[src/rtl/sar_frame_ctrl.sv]
module sar_frame_ctrl #(
  parameter int SHORT_LEN = 12,
  parameter int LONG_LEN  = 44
) (
  input  logic       clk,
  input  logic       rst_n,
  input  logic       cs_n,
  input  logic       fs,
  input  logic       sclk,
  input  logic       sdi,
  input  logic       start_n,
  input  logic       conv_done,
  output logic [3:0] mux_sel,
  output logic       sample_en,
  output logic       conv_start,
  output logic       eoc,
  output logic       conv_clk_sel
);
  localparam int CMD_W = 4;
  localparam int CW = $clog2(CMD_W + LONG_LEN + 1) + 1;
  localparam logic [CW-1:0] OPEN_CNT  = CW'(CMD_W);
  localparam logic [CW-1:0] SHORT_END = CW'(CMD_W + SHORT_LEN);
  localparam logic [CW-1:0] LONG_END  = CW'(CMD_W + LONG_LEN);
  localparam logic [CW-1:0] CFG_END   = CW'(CMD_W + 3);
  localparam logic [3:0] TEST_LAST = 4'd10;
  localparam logic [3:0] CFG_CODE  = 4'hF;

  typedef enum logic [2:0] {IDLE, SHIFT, SAMPLE, CFGW, HOLD, CONV} st_t;
  st_t state;

  logic cs_s, cs_p, fs_s, fs_p, ck_s, ck_p, di_s, st_s, st_p;
  logic [CW-1:0] cnt;
  logic [2:0] sh;
  logic cfg_ext, cfg_long, cfg_xclk;

  wire ck_rise  = ck_s & ~ck_p & ~cs_s;
  wire st_rise  = st_s & ~st_p;
  wire open_ev  = (~cs_s & cs_p & ~fs_s) | (fs_s & ~fs_p & ~cs_s);
  wire [CW-1:0] cnt_n = cnt + 1'b1;
  wire [3:0] word = {sh, di_s};
  wire [CW-1:0] close_at = cfg_long ? LONG_END : SHORT_END;

  assign sample_en    = (state == SAMPLE) && (!cfg_ext || !st_s);
  assign conv_clk_sel = cfg_xclk;

  always_ff @(posedge clk) begin
    if (!rst_n) begin
      {cs_s, cs_p, st_s, st_p} <= 4'b1111;
      {fs_s, fs_p, ck_s, ck_p, di_s} <= 5'b0;
    end else begin
      cs_s <= cs_n;    cs_p <= cs_s;
      fs_s <= fs;      fs_p <= fs_s;
      ck_s <= sclk;    ck_p <= ck_s;
      st_s <= start_n; st_p <= st_s;
      di_s <= sdi;
    end
  end

  always_ff @(posedge clk) begin
    if (!rst_n) begin
      state      <= IDLE;
      cnt        <= '0;
      sh         <= '0;
      mux_sel    <= '0;
      conv_start <= 1'b0;
      eoc        <= 1'b1;
      {cfg_ext, cfg_long, cfg_xclk} <= 3'b000;
    end else begin
      conv_start <= 1'b0;
      case (state)
        IDLE, HOLD: begin
          if (open_ev) begin
            state <= SHIFT;
            cnt   <= '0;
          end else if (state == HOLD && cs_s) begin
            state <= IDLE;
          end
        end
        SHIFT, SAMPLE, CFGW: begin
          if (cs_s) begin
            state <= IDLE;
          end else if (state == SAMPLE && cfg_ext && st_rise) begin
            state      <= CONV;
            conv_start <= 1'b1;
            eoc        <= 1'b0;
          end else if (ck_rise) begin
            cnt <= cnt_n;
            sh  <= word[2:0];
            if (state == SHIFT && cnt_n == OPEN_CNT) begin
              if (word == CFG_CODE) begin
                state <= CFGW;
              end else if (word <= TEST_LAST) begin
                mux_sel <= word;
                state   <= SAMPLE;
              end else begin
                state <= HOLD;
              end
            end else if (state == SAMPLE && !cfg_ext && cnt_n == close_at) begin
              state      <= CONV;
              conv_start <= 1'b1;
              eoc        <= 1'b0;
            end else if (state == CFGW && cnt_n == CFG_END) begin
              {cfg_ext, cfg_long, cfg_xclk} <= {sh[1:0], di_s};
              state <= HOLD;
            end
          end
        end
        CONV: begin
          if (conv_done) begin
            eoc   <= 1'b1;
            state <= IDLE;
          end
        end
        default: state <= IDLE;
      endcase
    end
  end
endmodule


[config.mk]
export PLATFORM = sky130hd
export DESIGN_NAME = sar_frame_ctrl
export DESIGN_NICKNAME = d
export VERILOG_FILES = /design/src/rtl/sar_frame_ctrl.sv
export SDC_FILE = /design/constraint.sdc
export NUM_CORES = 1
export LEC_CHECK = 0
export ABC_CLOCK_PERIOD_IN_PS = 3150
export BUFFER_PORTS_ARGS = -buffer_cell sky130_fd_sc_hd__buf_4
export CORE_MARGIN = 4
export CORE_UTILIZATION = 50
export DETAILED_ROUTE_END_ITERATION = 7
export PLACE_DENSITY = 0.69
export SLEW_MARGIN = 15
export SYNTH_ARGS = -nofsm -noshare
export SYNTH_HDL_FRONTEND = slang
export SYNTH_SLANG_ARGS = --single-unit
export TNS_END_PERCENT = 1
[constraint.sdc]
create_clock -name clk -period 3.15 [get_ports clk]
set_clock_uncertainty 0.2 [all_clocks]
set_input_delay 0.1575 -clock clk [delete_from_list [all_inputs] [get_ports clk]]
set_output_delay 0.1575 -clock clk [all_outputs]
set_load 0.01 [all_outputs]
* Word-level counts from Yosys, hierarchy flattened
Cells that the tools add are included.
Storage, ports and cells: bits in registers 31, word-level logic and storage cells 111
Cells by class: add/subtract/negate cells 1, magnitude comparators 1, equal/unequal tests 20, muxes and demuxes 29, bitwise gates (word level) 19, reduce and logical (&&, ||, !) cells 23
Operator list (count):
- $mux W3 | 11
- $mux W7 | 4
- $eq A7 B3 Y1 const B | 2
- $pmux W7 S2 | 1
- $reduce_and A7 Y1 | 2
- $ne A3 B3 Y1 const B | 4
- $not A1 Y1 | 11
- $mux W1 | 10
- $ne A2 B2 Y1 const B | 5
- $pmux W3 S3 | 1
- $logic_and A1 B1 Y1 | 8
- $reduce_and A4 Y1 | 2
- $add A7 B1 Y7 const B | 1
- $and A1 B1 Y1 | 7
- $eq A7 B6 Y1 | 1
- $eq A3 B2 Y1 const B | 2
- $eq A3 B3 Y1 const B | 2
- $mux W6 | 1
- $ne A6 B6 Y1 const B | 1
- $reduce_and A6 Y1 | 1
- $reduce_or A3 Y1 | 2
- $reduce_and A5 Y1 | 1
- $eq A4 B4 Y1 const B | 1
- $le A4 B4 Y1 const B | 1
- 9 further kinds | 11

* Longest topological paths before layout
depth after elaboration 10, mapped depth 8, depth with buffers taken out 7

* Worst setup path after synthesis
Ideal clock, no wire load.
kind register -> register, start register state[1], end register eoc, arrival time 2150 ps, setup slack 683 ps, cell stages (with the launch flop) 8, cell sequence dfxtp_1 -> buf_4 -> or3b_1 -> or3b_1 -> a2111o_1 -> a311oi_2 -> a21oi_1 -> o22a_1
Between the ends: cells in the longest elaborated chain, start to end 6, elaborated cells on any way between the ends 20
Ends and longest elaborated chain:
- from (decl) | RTL line 29 | st_t state;
- from (signal assigned) | RTL line 61 | state <= IDLE;
- from (signal assigned) | RTL line 73 | state <= SHIFT;
- from (signal assigned) | RTL line 76 | state <= IDLE;
- $eq A3 B2 Y1 | RTL line 70, 82, 98
- $logic_and A1 B1 Y1 (2 in series) | RTL line 82 | end else if (state == SAMPLE && cfg_ext && st_rise) begin
- $mux W1 | RTL line 82
- $mux W1 | RTL line 80 | if (cs_s) begin
- $pmux W1 S2 | RTL line 70 | case (state)
- to (signal assigned) | RTL line 66 | eoc <= 1'b1;
- to (signal assigned) | RTL line 85 | eoc <= 1'b0;
- to (signal assigned) | RTL line 101 | eoc <= 1'b0;
- to (decl) | RTL line 16 | output logic eoc,
Parallel ways exist; a longest one is shown, timed or not. The select of a mux whose other input is x is not followed. A chain may end at the register's enable or synchronous reset.

* Worst setup path in the final report
Same ends and word-level chain as after synthesis.

==> metrics.md <==
| Metric | Value |
|---|---|
| Tcrit/Tclk final | 0.8599 |
| Via count | 1359 |
| Vias in the first global route | 1254 |
| Clock Sinks | 31 |
| Grt peak-use layer | met2 |
| Worst stage delay on the critical path | 0.52 ns |
| GPL Wtd Cong | 0.8320 |
| Final setup TNS | 0 ns |
| Final Hold Vio Count | 0 |
| CTS Hold Buffers Added | 11 |
| Internal Power | 502.7 uW |
| Detailed Routing Iterations Pass 1 | 4 |
| Remaining DRCs | 0 |
| CTS clk-pin slew, worst paths | 0.10 ns |
| Unrepaired setup endpoints after global routing | false |
| First-pass GRT wire length | 5.713 mm |
| H-tree lvl count | 2 |
| Worst EP required | 3.19 ns |
| Min Hold Slack | 0.03901 ns |
| WL per Instance | 14.14 microns |
| CP Launch Type | flip-flop |
| Via/cell ratio | 5.710 |
| DRT antenna net count | 0 |
| Initial core utilization | 0.5400 |
| Power density cells | 365.6 mW/mm^2 |
| Total gr overflow | 0 |
| Fin crit period | 2.709 ns |
| DP HPWL | 2.311 mm |
| GR Util met3 | 0.05506 |
| Main flop type after synthesis | dfxtp_1 |
| Crit path kind | reg -> reg |
| Switching Fraction | 0.2373 |
| Largest buffer count on any clock path | 2 |
| GRT Resource Usage Total | 0.1809 |
| Most used cell, CP | or3b_1 |
| Io pins | 16 |
| Fmax | 369.2 MHz |
| # fillers | 244 |
| Synthesized cell area | 0.001528 sq mm |
| Iter 0 DRT Violations | 77 |
| Pin count of the biggest net entering global routing | 19 |
| Die Span Y | 63.28 microns |
| Worst min path class | in -> reg |
| Sw power | 156.4 uW |
| Combinational share of power | 0.062 |
| Area Growth Syn to Fin | 18.02% |
| Max-Slew Margin vs Limit | 0.5264 |
| M2 GR Usage | 0.2806 |
| Yosys cell types | 39 |
| Nets | 217 |
| Core box area | 0.002829 sq mm |
| TritonCTS clock tree | done |
| Worst Tran Pin Value | 0.7089 ns |
| Antenna diodes | 0 |
| Most common cell after layout, fill and taps aside | dfxtp_1 |
| Initial antenna violation count | 0 |
| Share of flip-flops with an asynchronous set or reset | 0 |
| Crit-path cells | or3b_1, or3b_1, a2111o_1, a311oi_2, a21oi_1, o22a_1 |
| CP max FO | 10 |
| GR Layer Usage met1 | 0.2327 |
| Clock buffer count from CTS | 5 |
| Synth Register Bits | 31 |
| Row count | 19 |
| Average size of a mapped cell | 8.348 sq um |
| Total Wirelength | 3.366 mm |
| Post-cts gate resize count | 0 |
| Clk pwr share | 0.328 |
| Syn nets | 194 |
| Synth warn | 0 |
| CP Buf/Inv Count | 0 |
| Final setup violation count | 0 |
| Most frequent cells in the layout | dfxtp_1 (31), nor2_1 (20), nand2_1 (16), buf_4 (16), a21oi_1 (14) |
| Number of synthesized flops with an enable pin | 0 |
| Die width | 63.28 microns |
| Gate Count Post-Synth | 183 |
| WP data arrival | 2.74 ns |
| # Max-Cap Violations | 0 |
| CP max-delay cell | dfxtp_1 |
| Lkg Pwr | 0.7246 nW |
| Sequential area share after synthesis | 0.4062 |
| Total power | 659.1 uW |
| Post-CTS Setup Repair Bufs | 0 |
| Buffers on Ports | 15 |
| Layout cells sized above 1 | 0.1256 |
| Status | complete, no violations |
| CP delay by family, top | compound AO/OA/AOI/OAI gates |
| Latest clock arrival within the worst-skew pair | 0.33 ns |
| Seq pwr share | 0.610 |
| Worst Setup End Kind | flip-flop |
| Slew Limit Fails | 0 |
| Root buf cell | clkbuf_4 |
| Full die area | 0.004004 sq mm |
| Maximum resistive drop on vdd | 0.3133 mV |
## path summary, 6_finish.rpt
kind | startpoint | end | slack [ns] | cells after the start
worst max-delay path | state[1] | eoc | 0.44 | 6
worst min-delay path | conv_done | eoc | 0.04 | 4
worst max register to register | state[1] | eoc | 0.44 | 6
worst min register to register | ck_s | ck_p | 0.27 | 1
## worst register-to-register path, cell delays in order (launching register included)
cell and delay (ns):
dfxtp_1 0.52, or3b_1 0.45, or3b_1 0.39, a2111o_1 0.39
a311oi_2 0.30, a21oi_1 0.16, o22a_1 0.22
## synth_stat cells, types with 2 or more instances
cell      count  share of area
a211oi_1      3          0.015
a21oi_1      14          0.046
a31oi_1       2         0.0082
and2_1        7          0.029
and3_1        2         0.0082
clkbuf_1      9          0.022
dfxtp_1      31           0.41
ha_1          3          0.025
inv_1         3         0.0074
mux2i_1      10          0.066
nand2_1      16          0.039
nand2b_1      7          0.029
nand3_1       6          0.020
nand3b_1      4          0.020
nand4_1       2         0.0082
nor2_1       20          0.049
nor3_1        4          0.013
o21ai_0      11          0.036
o221ai_1      2          0.011
or3_1         5          0.020
or3b_1        2          0.011
xnor2_1       2          0.011
xor2_1        2          0.011
## state kept, by name, summed over array words and instances, names as in the netlist, 3 cells and up
name     cells
mux_sel      4
state        3
sh           3
cnt          7
## per-stage QoR
stage | cells | worst slack (ns) | utilization | cell area [sq um]
CTS | 238 | 0.4677 | 0.6373 | 1803
global placement | 219 | 0.5329 | 0.5798 | 1640
finish | 238 | 0.4412 | 0.6373 | 1803
detailed placement | 219 | 0.4714 | 0.5798 | 1640
floorplan | 183 | 0.6829 | - | 1528
global route | 238 | 0.3275 | 0.6373 | 1803
## per-layer routing
metal / vias up / share of wire
li1: 695 / -
met1: 632 / 0.46
met2: 25 / 0.48
met3: 7 / 0.049
met4: 0 / 0.014
met5: - / 0
## cells by family after synthesis
family / count (synthesis) / share of synthesized area
adders and majority gates: 3 / 0.02457
AOI/OAI and AO/OA: 41 / 0.1720
xor gates and xnor gates: 4 / 0.02294
DFF: 31 / 0.4062
muxes: 10 / 0.06552
buffers and inverters: 14 / 0.03767
and+or+nand+nor: 80 / 0.2711
## area by class of cell
type                            count  area [sq um]  area share
Clock buffer                        5         37.54     0.02082
Clock inverter                      3         15.01    0.008328
Inverter                            3         11.26    0.006246
Multi-Input combinational cell    138         849.6      0.4712
Sequential cell                    31         620.6      0.3442
Tap cell                           31         38.79     0.02151
Timing Repair Buffer               27         230.2      0.1277
## power groups by stage
stage | registers (mW) | clock network (mW) | logic, mW
after floorplan | 0.408 | 0 | 0.0195
after global placement | 0.411 | 0 | 0.0292
after detailed placement | 0.411 | 0 | 0.0298
after CTS | 0.402 | 0.224 | 0.0404
after global routing | 0.403 | 0.248 | 0.0445
final | 0.402 | 0.216 | 0.0410
(Power assumes the default switching activity.)
